`config.mk`:
```
export PLATFORM = sky130hd
export DESIGN_NAME = pwm_dual_edge
export DESIGN_NICKNAME = d
export VERILOG_FILES = /design/src/rtl/pwm_pkg.sv /design/src/rtl/pwm_timebase.sv /design/src/rtl/pwm_match_bank.sv /design/src/rtl/pwm_chan.sv /design/src/rtl/pwm_dual_edge.sv
export SDC_FILE = /design/constraint.sdc
export NUM_CORES = 1
export LEC_CHECK = 0
export BUFFER_PORTS_ARGS = -buffer_cell sky130_fd_sc_hd__buf_2
export CAP_MARGIN = 30
export CORE_MARGIN = 3
export CORE_UTILIZATION = 49
export DETAILED_ROUTE_END_ITERATION = 10
export PLACE_DENSITY = 0.71
export SLEW_MARGIN = 25
export SYNTH_ARGS = -nofsm -noshare
export SYNTH_HDL_FRONTEND = slang
export SYNTH_SLANG_ARGS = --single-unit
```
`constraint.sdc`:
```
create_clock -name clk_i -period 4 [get_ports clk_i]
set_input_delay 0.6 -clock clk_i [delete_from_list [all_inputs] [get_ports clk_i]]
set_output_delay 0.6 -clock clk_i [all_outputs]
set_load 0.05 [all_outputs]
```
`src/rtl/pwm_pkg.sv`:
```
package pwm_pkg;
  localparam int NUM_MATCH = 7;
  localparam int NUM_CH    = 6;
  localparam int FLAG_W    = 11;
  localparam int ACT_W     = 3;

  localparam logic [3:0] A_CTRL  = 4'd0;
  localparam logic [3:0] A_PRESC = 4'd1;
  localparam logic [3:0] A_MACT  = 4'd2;
  localparam logic [3:0] A_OUTC  = 4'd3;
  localparam logic [3:0] A_LDEN  = 4'd4;
  localparam logic [3:0] A_FLAG  = 4'd5;
  localparam logic [3:0] A_TC    = 4'd6;
  localparam logic [3:0] A_PC    = 4'd7;
  localparam logic [3:0] A_MR0   = 4'd8;

  localparam logic [FLAG_W-1:0] FLAG_MASK = 11'h70F;

  // per-match action, irq in the low bit
  typedef struct packed {
    logic halt;
    logic zero;
    logic irq;
  } mact_t;

  function automatic int flag_pos(int m);
    return (m < 4) ? m : m + 4;
  endfunction
endpackage

```
`src/rtl/pwm_timebase.sv`:
```
module pwm_timebase #(
  parameter int CNT_W = 16
) (
  input  logic             clk_i,
  input  logic             rst_ni,
  input  logic             run_i,
  input  logic [CNT_W-1:0] presc_i,
  input  logic             zero_hit_i,
  input  logic             halt_hit_i,
  output logic             tick_o,
  output logic [CNT_W-1:0] tc_o,
  output logic [CNT_W-1:0] pc_o
);
  logic [CNT_W-1:0] pc_q, tc_q;

  // >= keeps the prescaler bounded if the limit is lowered mid-count
  assign tick_o = run_i && (pc_q >= presc_i);

  always_ff @(posedge clk_i or negedge rst_ni) begin
    if (!rst_ni) begin
      pc_q <= '0;
      tc_q <= '0;
    end else if (tick_o) begin
      pc_q <= '0;
      if (zero_hit_i)      tc_q <= '0;
      else if (!halt_hit_i) tc_q <= tc_q + 1'b1;
    end else if (run_i) begin
      pc_q <= pc_q + 1'b1;
    end
  end

  assign tc_o = tc_q;
  assign pc_o = pc_q;
endmodule

```
`src/rtl/pwm_match_bank.sv`:
```
module pwm_match_bank #(
  parameter int CNT_W = 16,
  parameter int N     = 7
) (
  input  logic                      clk_i,
  input  logic                      rst_ni,
  input  logic [N-1:0]              wr_en_i,
  input  logic [CNT_W-1:0]          wdata_i,
  input  logic                      tick_i,
  input  logic [CNT_W-1:0]          tc_i,
  input  logic                      load_i,
  input  logic [N-1:0]              lden_i,
  output logic [N-1:0][CNT_W-1:0]   shadow_o,
  output logic [N-1:0]              hit_o
);
  for (genvar m = 0; m < N; m++) begin : g_match
    logic [CNT_W-1:0] shadow_q, active_q;

    always_ff @(posedge clk_i or negedge rst_ni) begin
      if (!rst_ni) begin
        shadow_q <= '0;
        active_q <= '0;
      end else begin
        if (wr_en_i[m])            shadow_q <= wdata_i;
        if (load_i && lden_i[m])   active_q <= shadow_q;
      end
    end

    assign hit_o[m]    = tick_i && (tc_i == active_q);
    assign shadow_o[m] = shadow_q;
  end
endmodule

```
`src/rtl/pwm_chan.sv`:
```
module pwm_chan (
  input  logic clk_i,
  input  logic rst_ni,
  input  logic dbl_i,
  input  logic en_i,
  input  logic set_period_i,
  input  logic set_prev_i,
  input  logic clr_i,
  output logic pwm_o
);
  logic state_q;
  logic set;

  assign set = dbl_i ? set_prev_i : set_period_i;

  always_ff @(posedge clk_i or negedge rst_ni) begin
    if (!rst_ni)     state_q <= 1'b0;
    else if (clr_i)  state_q <= 1'b0;  // falling edge wins a tie
    else if (set)    state_q <= 1'b1;
  end

  assign pwm_o = state_q & en_i;
endmodule

```
`src/rtl/pwm_dual_edge.sv`:
```
module pwm_dual_edge #(
  parameter int CNT_W = 16
) (
  input  logic        clk_i,
  input  logic        rst_ni,
  input  logic        we_i,
  input  logic [3:0]  addr_i,
  input  logic [31:0] wdata_i,
  output logic [31:0] rdata_o,
  output logic [5:0]  pwm_o,
  output logic        irq_o
);
  import pwm_pkg::*;

  localparam int MACT_W = NUM_MATCH * ACT_W;

  logic                   run_q;
  logic [CNT_W-1:0]       presc_q;
  mact_t [NUM_MATCH-1:0]  mact_q;
  logic [NUM_CH-1:0]      en_q, dbl_q;
  logic [NUM_MATCH-1:0]   lden_q;
  logic [FLAG_W-1:0]      flag_q;

  logic                   tick;
  logic [CNT_W-1:0]       tc, pc;
  logic [NUM_MATCH-1:0]   hit, mr_wr;
  logic [NUM_MATCH-1:0][CNT_W-1:0] shadow;
  logic                   boundary, zero_any, halt_any;
  logic [FLAG_W-1:0]      flag_set, flag_clr;
  logic                   unused_wdata;

  assign unused_wdata = ^wdata_i[31:MACT_W];

  always_comb begin
    zero_any = 1'b0;
    halt_any = 1'b0;
    for (int m = 0; m < NUM_MATCH; m++) begin
      zero_any |= hit[m] & mact_q[m].zero;
      halt_any |= hit[m] & mact_q[m].halt;
      mr_wr[m]  = we_i && (addr_i == 4'(A_MR0 + m));
    end
  end

  assign boundary = hit[0] & mact_q[0].zero;

  pwm_timebase #(.CNT_W(CNT_W)) i_timebase (
    .clk_i      (clk_i),
    .rst_ni     (rst_ni),
    .run_i      (run_q),
    .presc_i    (presc_q),
    .zero_hit_i (zero_any),
    .halt_hit_i (halt_any),
    .tick_o     (tick),
    .tc_o       (tc),
    .pc_o       (pc)
  );

  pwm_match_bank #(.CNT_W(CNT_W), .N(NUM_MATCH)) i_match (
    .clk_i    (clk_i),
    .rst_ni   (rst_ni),
    .wr_en_i  (mr_wr),
    .wdata_i  (wdata_i[CNT_W-1:0]),
    .tick_i   (tick),
    .tc_i     (tc),
    .load_i   (boundary),
    .lden_i   (lden_q),
    .shadow_o (shadow),
    .hit_o    (hit)
  );

  for (genvar c = 0; c < NUM_CH; c++) begin : g_ch
    pwm_chan i_chan (
      .clk_i        (clk_i),
      .rst_ni       (rst_ni),
      .dbl_i        (dbl_q[c]),
      .en_i         (en_q[c]),
      .set_period_i (boundary),
      .set_prev_i   (hit[c]),
      .clr_i        (hit[c+1]),
      .pwm_o        (pwm_o[c])
    );
  end

  always_comb begin
    flag_set = '0;
    for (int m = 0; m < NUM_MATCH; m++)
      flag_set[flag_pos(m)] = hit[m] & mact_q[m].irq;
    flag_clr = (we_i && addr_i == A_FLAG) ? wdata_i[FLAG_W-1:0] : '0;
  end

  always_ff @(posedge clk_i or negedge rst_ni) begin
    if (!rst_ni) begin
      run_q   <= 1'b0;
      presc_q <= '0;
      mact_q  <= '0;
      en_q    <= '0;
      dbl_q   <= '0;
      lden_q  <= '0;
      flag_q  <= '0;
    end else begin
      if (we_i && addr_i == A_CTRL) run_q <= wdata_i[0];
      else if (halt_any)            run_q <= 1'b0;

      if (we_i && addr_i == A_PRESC) presc_q <= wdata_i[CNT_W-1:0];
      if (we_i && addr_i == A_MACT)  mact_q  <= wdata_i[MACT_W-1:0];
      if (we_i && addr_i == A_OUTC) begin
        en_q  <= wdata_i[NUM_CH-1:0];
        dbl_q <= wdata_i[8+NUM_CH-1:8];
      end

      if (we_i && addr_i == A_LDEN) lden_q <= wdata_i[NUM_MATCH-1:0];
      else if (boundary)            lden_q <= '0;

      flag_q <= ((flag_q & ~flag_clr) | flag_set) & FLAG_MASK;
    end
  end

  assign irq_o = |flag_q;

  always_comb begin
    rdata_o = '0;
    case (addr_i)
      A_CTRL:  rdata_o = 32'(run_q);
      A_PRESC: rdata_o = 32'(presc_q);
      A_MACT:  rdata_o = 32'(mact_q);
      A_OUTC:  rdata_o = 32'({dbl_q, 2'b00, en_q});
      A_LDEN:  rdata_o = 32'(lden_q);
      A_FLAG:  rdata_o = 32'(flag_q);
      A_TC:    rdata_o = 32'(tc);
      A_PC:    rdata_o = 32'(pc);
      default: begin
        for (int m = 0; m < NUM_MATCH; m++)
          if (addr_i == 4'(A_MR0 + m)) rdata_o = 32'(shadow[m]);
      end
    endcase
  end
endmodule

```
==> results of run 1 <==
registers in the layout (all words and copies together) (netlist names), 7 cells and up:
signal / flops
flag_q: 7
i_match.g_match.shadow_q: 112
mact_q: 21
presc_q: 16
lden_q: 7
i_timebase.pc_o: 16
i_match.g_match.active_q: 112
i_timebase.tc_o: 16
cells in the final DEF (no fill, tap or decap), types with 16 or more instances in the layout:
| master | Yosys | layout |
|---|---|---|
| sky130_fd_sc_hd__buf_2 | 20 | 54 |
| sky130_fd_sc_hd__clkbuf_16 | 0 | 36 |
| sky130_fd_sc_hd__xnor2_1 | 116 | 116 |
| sky130_fd_sc_hd__a21oi_1 | 16 | 16 |
| sky130_fd_sc_hd__inv_1 | 24 | 24 |
| sky130_fd_sc_hd__ha_1 | 18 | 18 |
| sky130_fd_sc_hd__a22oi_1 | 48 | 48 |
| sky130_fd_sc_hd__nand4_1 | 39 | 39 |
| sky130_fd_sc_hd__nand2_1 | 73 | 73 |
| sky130_fd_sc_hd__mux2_2 | 205 | 205 |
| sky130_fd_sc_hd__nor2_1 | 52 | 52 |
| sky130_fd_sc_hd__buf_4 | 17 | 44 |
| sky130_fd_sc_hd__dfrtp_1 | 326 | 326 |
| sky130_fd_sc_hd__a22o_1 | 24 | 24 |
| sky130_fd_sc_hd__nand3_1 | 18 | 18 |
| sky130_fd_sc_hd__o21ai_0 | 31 | 31 |
| sky130_fd_sc_hd__mux2_4 | 70 | 70 |
| sky130_fd_sc_hd__a221oi_1 | 18 | 18 |
worst max-delay path: stages, from the launching register on:
cell                       delay [ps]
sky130_fd_sc_hd__dfrtp_1          920
sky130_fd_sc_hd__xnor2_1          340
sky130_fd_sc_hd__nand4_1          250
sky130_fd_sc_hd__nor4_1            80
sky130_fd_sc_hd__buf_4            170
sky130_fd_sc_hd__a222oi_1         330
sky130_fd_sc_hd__nand3_1          170
sky130_fd_sc_hd__or2_1            330
sky130_fd_sc_hd__nor2_1           670
sky130_fd_sc_hd__mux2_2           280
metal layers:
metal | part of all wire [%] | GRT usage [%] | vias up
li1 | - | - | 4844
met1 | 43 | 38.1 | 5770
met2 | 45 | 41.2 | 564
met3 | 7.2 | 4.80 | 133
met4 | 4.2 | 9.45 | 0
met5 | 0 | 0 | -
logic make-up (layout without fill, tap and decap cells):
group | after synthesis | after routing | synth area share [%]
muxes | 281 | 281 | 20.9
DFF | 326 | 326 | 49.9
and+or+nand+nor | 261 | 261 | 8.62
AOI/OAI and AO/OA | 185 | 185 | 8.36
buffers and inverters | 123 | 190 | 4.16
other | 1 | 11 | 0.0229
xor gates and xnor gates | 125 | 125 | 6.69
adders and majority gates | 18 | 18 | 1.38
metrics by stage:
step	hold slack, ps	power, W
floorplan	304	0.00562
global placement	470	0.00639
detailed placement	477	0.00646
CTS	211	0.00969
global route	233	0.0101
finish	167	0.00970
report_power, final:
part           switching (W)  total, W  internal (W)
Combinational        0.00114   0.00203      0.000885
Clock                0.00134   0.00323       0.00189
Sequential          0.000612   0.00444       0.00383
Total                0.00309   0.00970       0.00661
cell type report:
type / count / area [µm²]
fillers: 2689 / 14500
flip-flops and latches: 326 / 8160
multi-input cells: 881 / 7580
clock buffers: 51 / 1050
repair buffers: 103 / 687
well taps: 442 / 553
clock inverters: 12 / 105
inverters: 24 / 90.1
worst paths after layout:
| path | start | endpoint | slack [ps] | cells past startpoint |
|---|---|---|---|---|
| setup / recovery | i_timebase.tc_o[9]$_DFFE_PN0P_ | i_timebase.tc_o[0]$_DFFE_PN0P_ | 400 | 9 |
| hold / removal | rst_ni | i_timebase.pc_o[9]$_DFFE_PN0P_ | 170 | 1 |
| setup reg to reg | i_timebase.tc_o[9]$_DFFE_PN0P_ | i_timebase.tc_o[0]$_DFFE_PN0P_ | 400 | 9 |
| hold reg to reg | g_ch[3].i_chan.state_q$_DFFE_PN0P_ | g_ch[3].i_chan.state_q$_DFFE_PN0P_ | 490 | 1 |
| max in group asynchronous | rst_ni | lden_q[2]$_DFFE_PN0P_ | 2940 | 2 |
| min in group clk_i | wdata_i[17] | mact_q[17]$_DFFE_PN0P_ | 310 | 2 |
==> impl_metrics.sql, run 1 <==
INSERT INTO impl_metrics (metric_group, metric, value, unit) VALUES
('timing', 'postLayoutSetupSlackWorst', '395', 'ps'),
('die', 'rows', '66', ''),
('synth', 'synth_warnings', '0', ''),
('die', 'die_h', '189', 'µm'),
('final_layout', 'final_core_utilization', '55.7', '%'),
('route', 'routed_via_density', '6.15', ''),
('synth', 'post_synth_instance_area', '0.0164', 'mm²'),
('timing', 'post-route-period-util', '90.1', '%'),
('timing', 'setup_tns', '0', 'ps'),
('die', 'starting_density_of_the_core', '50.0', '%'),
('final_layout', 'post_layout_nonfiller_instances', '1839', ''),
('route', 'routedWlPerCell', '25.9', 'µm'),
('outcome', 'result_of_the_run', 'complete, no violations', ''),
('place', 'finalWeightedCongestion', '0.931', ''),
('clock_tree', 'cts_made_buffers', '35', ''),
('final_layout', 'final_area', '0.0182', 'mm²'),
('synth', 'synth-async-reset-ratio', '100', '%'),
('timing', 'max_clock_freq', '277', 'MHz'),
('clock_tree', 'clk_pin_slew', '60', 'ps'),
('worst_setup_path', 'end_kind', 'register', ''),
('final_layout', 'fin_nets', '1428', ''),
('grt', 'first_pass_grt_wire_length', '72100', 'µm'),
('clock_tree', 'cts.htree.levels', '2', ''),
('worst_setup_path', 'cp_data_arrival_time', '4060', 'ps'),
('route', 'detailed_route_wire_length', '47700', 'µm'),
('clock_tree', 'clock-root-buffer', 'sky130_fd_sc_hd__clkbuf_16', ''),
('place', 'dp_worst_setup_slack', '577', 'ps'),
('timing', 'final_number_of_setup_violating_endpoints', '0', ''),
('route', 'drt-pass1-iter-count', '7', ''),
('clock_tree', 'ctsResizeCount', '0', ''),
('timing', 'final-max-slew-violation-count', '0', ''),
('route', 'drc', '0', ''),
('route', 'antenna_left', '0', ''),
('clock_tree', 'cts_buffer_depth', '3', ''),
('final_layout', 'antenna_cells', '0', ''),
('worst_setup_path', 'worstPathMaxFanout', '13', ''),
('synth', 'synth.ff_latch_count', '326', ''),
('worst_setup_path', 'worstSetupStartpointType', 'register', ''),
('synth', 'number_of_synthesized_flops_with_an_enable_pin', '0', ''),
('timing', 'clock-skew-final', '22.6', 'ps'),
('synth', 'top_cells_by_area_synth', 'sky130_fd_sc_hd__dfrtp_1 (50%), sky130_fd_sc_hd__mux2_2 (14%), sky130_fd_sc_hd__mux2_4 (6.4%)', ''),
('clock_tree', 'cts_hold_buf', '0', ''),
('grt', 'via_count_of_the_first_global_routing_pass', '11400', ''),
('grt', 'initial_antenna_violation_count', '0', ''),
('place', 'dpl.cell_count', '1775', ''),
('die', 'floorplan.die.width', '189', 'µm'),
('synth', 'synth_area_per_cell', '12.4', 'µm²'),
('place', 'post_dp_cell_area', '0.0171', 'mm²'),
('final_layout', 'layout_cell_share_with_drive_strength_beyond_1', '32.7', '%'),
('clock_tree', 'clock_tree_from_tritoncts', 'done', ''),
('synth', 'cell_taking_the_most_area_after_synthesis', 'sky130_fd_sc_hd__dfrtp_1', ''),
('timing', 'min_period', '3600', 'ps'),
('die', 'ioPinCount', '78', ''),
('timing', 'worst-slew-pin-transition', '973', 'ps'),
('worst_setup_path', 'worst-endpoint-required', '4460', 'ps'),
('die', 'core_region_area', '0.0327', 'mm²'),
('grt', 'track_usage', '26.7', '%'),
('clock_tree', 'clk-insertion-delay-late', '520', 'ps'),
('power_and_ir_drop', 'powerDensity', '532', 'mW/mm²'),
('synth', 'number_of_distinct_standard_cells_referenced_by_the_synthesized_netlist', '56', ''),
('synth', 'synth_top_cells_by_count', 'sky130_fd_sc_hd__dfrtp_1 (326), sky130_fd_sc_hd__mux2_2 (205), sky130_fd_sc_hd__xnor2_1 (116)', ''),
('synth', 'synth_top_area_share', '49.9', '%'),
('hold_path', 'worst_hold_path_type', 'input pin to asynchronous set/reset pin', ''),
('flow_run', 'drv.max_cap_violation_count', '0', ''),
('place', 'port_buffers', '55', ''),
('worst_setup_path', 'critical_path_class', 'register to register', ''),
('place', 'dpl.hpwl', '34000', 'µm'),
('grt', 'globalRoute.totalOverflow', '0', ''),
('power_and_ir_drop', 'cellLeakagePower', '8.36', 'nW'),
('timing', 'max-slew-margin-rel', '35.0', '%'),
('timing', 'final-hold-violation-count', '0', '');
(Power assumes the default switching activity.)
==> run 2: changes to the inputs <==
--- a/config.mk
+++ b/config.mk
@@ -10,7 +10,9 @@
 export CORE_MARGIN = 3
 export CORE_UTILIZATION = 49
 export DETAILED_ROUTE_END_ITERATION = 10
+export MAX_ROUTING_LAYER = met4
 export PLACE_DENSITY = 0.71
+export RECOVER_POWER = 25
 export SLEW_MARGIN = 25
 export SYNTH_ARGS = -nofsm -noshare
 export SYNTH_HDL_FRONTEND = slang
==> run 2 against run 1 <==
  * The flow now finishes with violations (max-capacitance violations, max-slew violations)
  * Sequential cell count did not move
  * Highest routed layer unchanged
  * Register-to-register slack improved by 180 ps
  * Via count barely moved
==> impl_metrics.sql, run 2 (synthesis results as in run 1) <==
INSERT INTO impl_metrics (metric_group, metric, value, unit) VALUES
('outcome', 'result_of_the_run', 'finished, violations left', ''),
('outcome', 'failed_checks', 'max-capacitance violations, max-slew violations', ''),
('timing', 'final-max-slew-violation-count', '99', ''),
('final_layout', 'post_layout_nonfiller_instances', '1832', ''),
('hold_path', 'worstHoldStart', 'wdata_i[17]', ''),
('die', 'rows', '66', ''),
('die', 'starting_density_of_the_core', '50.0', '%'),
('timing', 'max-slew-margin-rel', '-91.7', '%'),
('clock_tree', 'clock_tree_from_tritoncts', 'done', ''),
('worst_setup_path', 'worstSetupStartpointType', 'input pin', ''),
('clock_tree', 'clock-sinks', '326', ''),
('final_layout', 'layout_cell_share_with_drive_strength_beyond_1', '32.4', '%'),
('die', 'core_region_area', '0.0327', 'mm²'),
('worst_setup_path', 'critical_path.reg2reg.endpoint', 'i_match.g_match[1].active_q[13]$_DFFE_PN0P_', ''),
('timing', 'rsz0062_at_grt', 'false', ''),
('clock_tree', 'cts_hold_buf', '0', ''),
('die', 'floorplan.die.width', '189', 'µm'),
('grt', 'grt_util_met2', '42.0', '%'),
('timing', 'final_number_of_setup_violating_endpoints', '0', ''),
('grt', 'globalRoute.totalOverflow', '0', ''),
('grt', 'globalRoute.busiestLayer', 'met2', ''),
('clock_tree', 'postCtsSetupBuffers', '0', ''),
('clock_tree', 'clk-insertion-delay-late', '520', 'ps'),
('timing', 'setup_tns', '0', 'ps'),
('clock_tree', 'cts.htree.levels', '2', ''),
('route', 'detailed_route_wire_length', '48200', 'µm'),
('grt', 'track_usage', '28.0', '%'),
('hold_path', 'end_point_of_the_most_critical_hold_path', 'mact_q[17]$_DFFE_PN0P_', ''),
('timing', 'post-route-period-util', '87.8', '%'),
('grt', 'initial_antenna_violation_count', '0', ''),
('hold_path', 'worst_hold_path_type', 'input pin to register', ''),
('route', 'initial_drt_markers', '1260', ''),
('place', 'dpl.hpwl', '34700', 'µm'),
('worst_setup_path', 'critical_path.reg2reg.startpoint', 'i_timebase.pc_o[13]$_DFFE_PN0P_', ''),
('timing', 'max_clock_freq', '285', 'MHz'),
('power_and_ir_drop', 'cellLeakagePower', '8.36', 'nW'),
('die', 'ioPinCount', '78', ''),
('final_layout', 'reg.largest.list', 'i_match.g_match.active_q: 112 flops, i_match.g_match.shadow_q: 112 flops, mact_q: 21 flops', ''),
('clock_tree', 'clock-root-buffer', 'sky130_fd_sc_hd__clkbuf_16', ''),
('grt', 'via_count_of_the_first_global_routing_pass', '11500', ''),
('clock_tree', 'ctsResizeCount', '0', ''),
('clock_tree', 'clk_pin_slew', '70', 'ps'),
('worst_setup_path', 'worst-endpoint-required', '3400', 'ps'),
('worst_setup_path', 'reg2reg_slack', '580', 'ps'),
('die', 'die-area', '0.0356', 'mm²'),
('final_layout', 'mostFrequentLayoutCell', 'sky130_fd_sc_hd__dfrtp_1', ''),
('power_and_ir_drop', 'powerDensity', '543', 'mW/mm²'),
('timing', 'clock-skew-final', '9.33', 'ps'),
('clock_tree', 'cts_buffer_depth', '3', ''),
('timing', 'worst-slew-pin-transition', '2880', 'ps'),
('timing', 'timing.hold.ws', '310', 'ps'),
('place', 'port_buffers', '55', ''),
('hold_path', 'timing.hold.worst_path_depth', '2', ''),
('final_layout', 'fin_nets', '1422', ''),
('worst_setup_path', 'end_kind', 'output pin', ''),
('place', 'finalWeightedCongestion', '0.930', ''),
('worst_setup_path', 'critical_path_class', 'input pin to output pin', ''),
('route', 'routed_via_density', '6.18', ''),
('worst_setup_path', 'r2r.worst_path.cells', '9', ''),
('grt', 'grt_start_max_net_pins', '103', ''),
('power_and_ir_drop', 'irDropWorstVdd', '0.353', 'mV'),
('final_layout', 'antenna_cells', '0', ''),
('grt', 'grt_use_met3', '5.80', '%'),
('final_layout', 'synthToLayoutAreaGrowth', '11.5', '%'),
('route', 'drc', '0', ''),
('route', 'drt-pass1-iter-count', '6', ''),
('flow_run', 'drv.max_cap_violation_count', '1', ''),
('route', 'dr_total_vias', '11300', ''),
('route', 'antenna_left', '0', ''),
('die', 'die_h', '189', 'µm'),
('worst_setup_path', 'worstPathMaxFanout', '13', ''),
('place', 'dpl.cell_count', '1769', ''),
('route', 'routedWlPerCell', '26.3', 'µm'),
('timing', 'postLayoutSetupSlackWorst', '488', 'ps'),
('grt', 'first_pass_grt_wire_length', '73400', 'µm'),
('worst_setup_path', 'cp_data_arrival_time', '2910', 'ps'),
('clock_tree', 'cts_made_buffers', '36', ''),
('timing', 'final-hold-violation-count', '0', ''),
('place', 'dp_worst_setup_slack', '576', 'ps'),
('timing', 'min_period', '3510', 'ps'),
('final_layout', 'most-common-layout-cells', 'sky130_fd_sc_hd__dfrtp_1 (326), sky130_fd_sc_hd__mux2_2 (205), sky130_fd_sc_hd__xnor2_1 (116)', ''),
('grt', 'grt.met1_usage', '38.1', '%');
==> run 2: critical path, stage by stage <==
cell and delay (ps):
sky130_fd_sc_hd__buf_2 220, sky130_fd_sc_hd__nand2b_1 250, sky130_fd_sc_hd__nor2_1 540, sky130_fd_sc_hd__buf_4 320, sky130_fd_sc_hd__a22oi_1 100, sky130_fd_sc_hd__and3_1 220, sky130_fd_sc_hd__a31oi_1 310, sky130_fd_sc_hd__buf_2 340
==> run 2: metal layers <==
metal / vias up / part of all wire, %
met5: - / 0
met4: 0 / 4.0
met3: 106 / 8.1
met2: 554 / 45
met1: 5818 / 42
li1: 4842 / -
==> run 2: worst max path at each step <==
stage | to | cells after the start | start
floorplan | rdata_o[11] | 8 | addr_i[2]
global placement | rdata_o[13] | 8 | addr_i[3]
CTS | rdata_o[13] | 8 | addr_i[3]
global route | i_timebase.tc_o[0]$_DFFE_PN0P_ | 9 | i_timebase.pc_o[13]$_DFFE_PN0P_
finish | rdata_o[13] | 8 | addr_i[3]
detailed placement | rdata_o[10] | 8 | addr_i[3]
==> run 2: layout make-up <==
cell class,count,area (µm²)
fillers,2740,14500
repair buffers,96,646
clock buffers,52,1070
inverters,24,90.1
flip-flops and latches,326,8160
multi-input cells,881,7580
clock inverters,11,138
well taps,442,553
==> run 2: stage by stage <==
stage / total power, W / util (%) / area, µm²
finish: 0.00990 / 55.8 / 18200
global route: 0.0103 / 55.8 / 18200
CTS: 0.00989 / 55.8 / 18200
detailed placement: 0.00651 / 52.1 / 17000
global placement: 0.00644 / 52.1 / 17000
floorplan: 0.00562 / - / 16400
==> run 2: report_power, final <==
group	internal [W]	total (W)	switching [W]	leakage, nW
Clock	0.00206	0.00339	0.00133	0.603
Sequential	0.00383	0.00447	0.000640	4.25
Combinational	0.000880	0.00204	0.00116	3.51
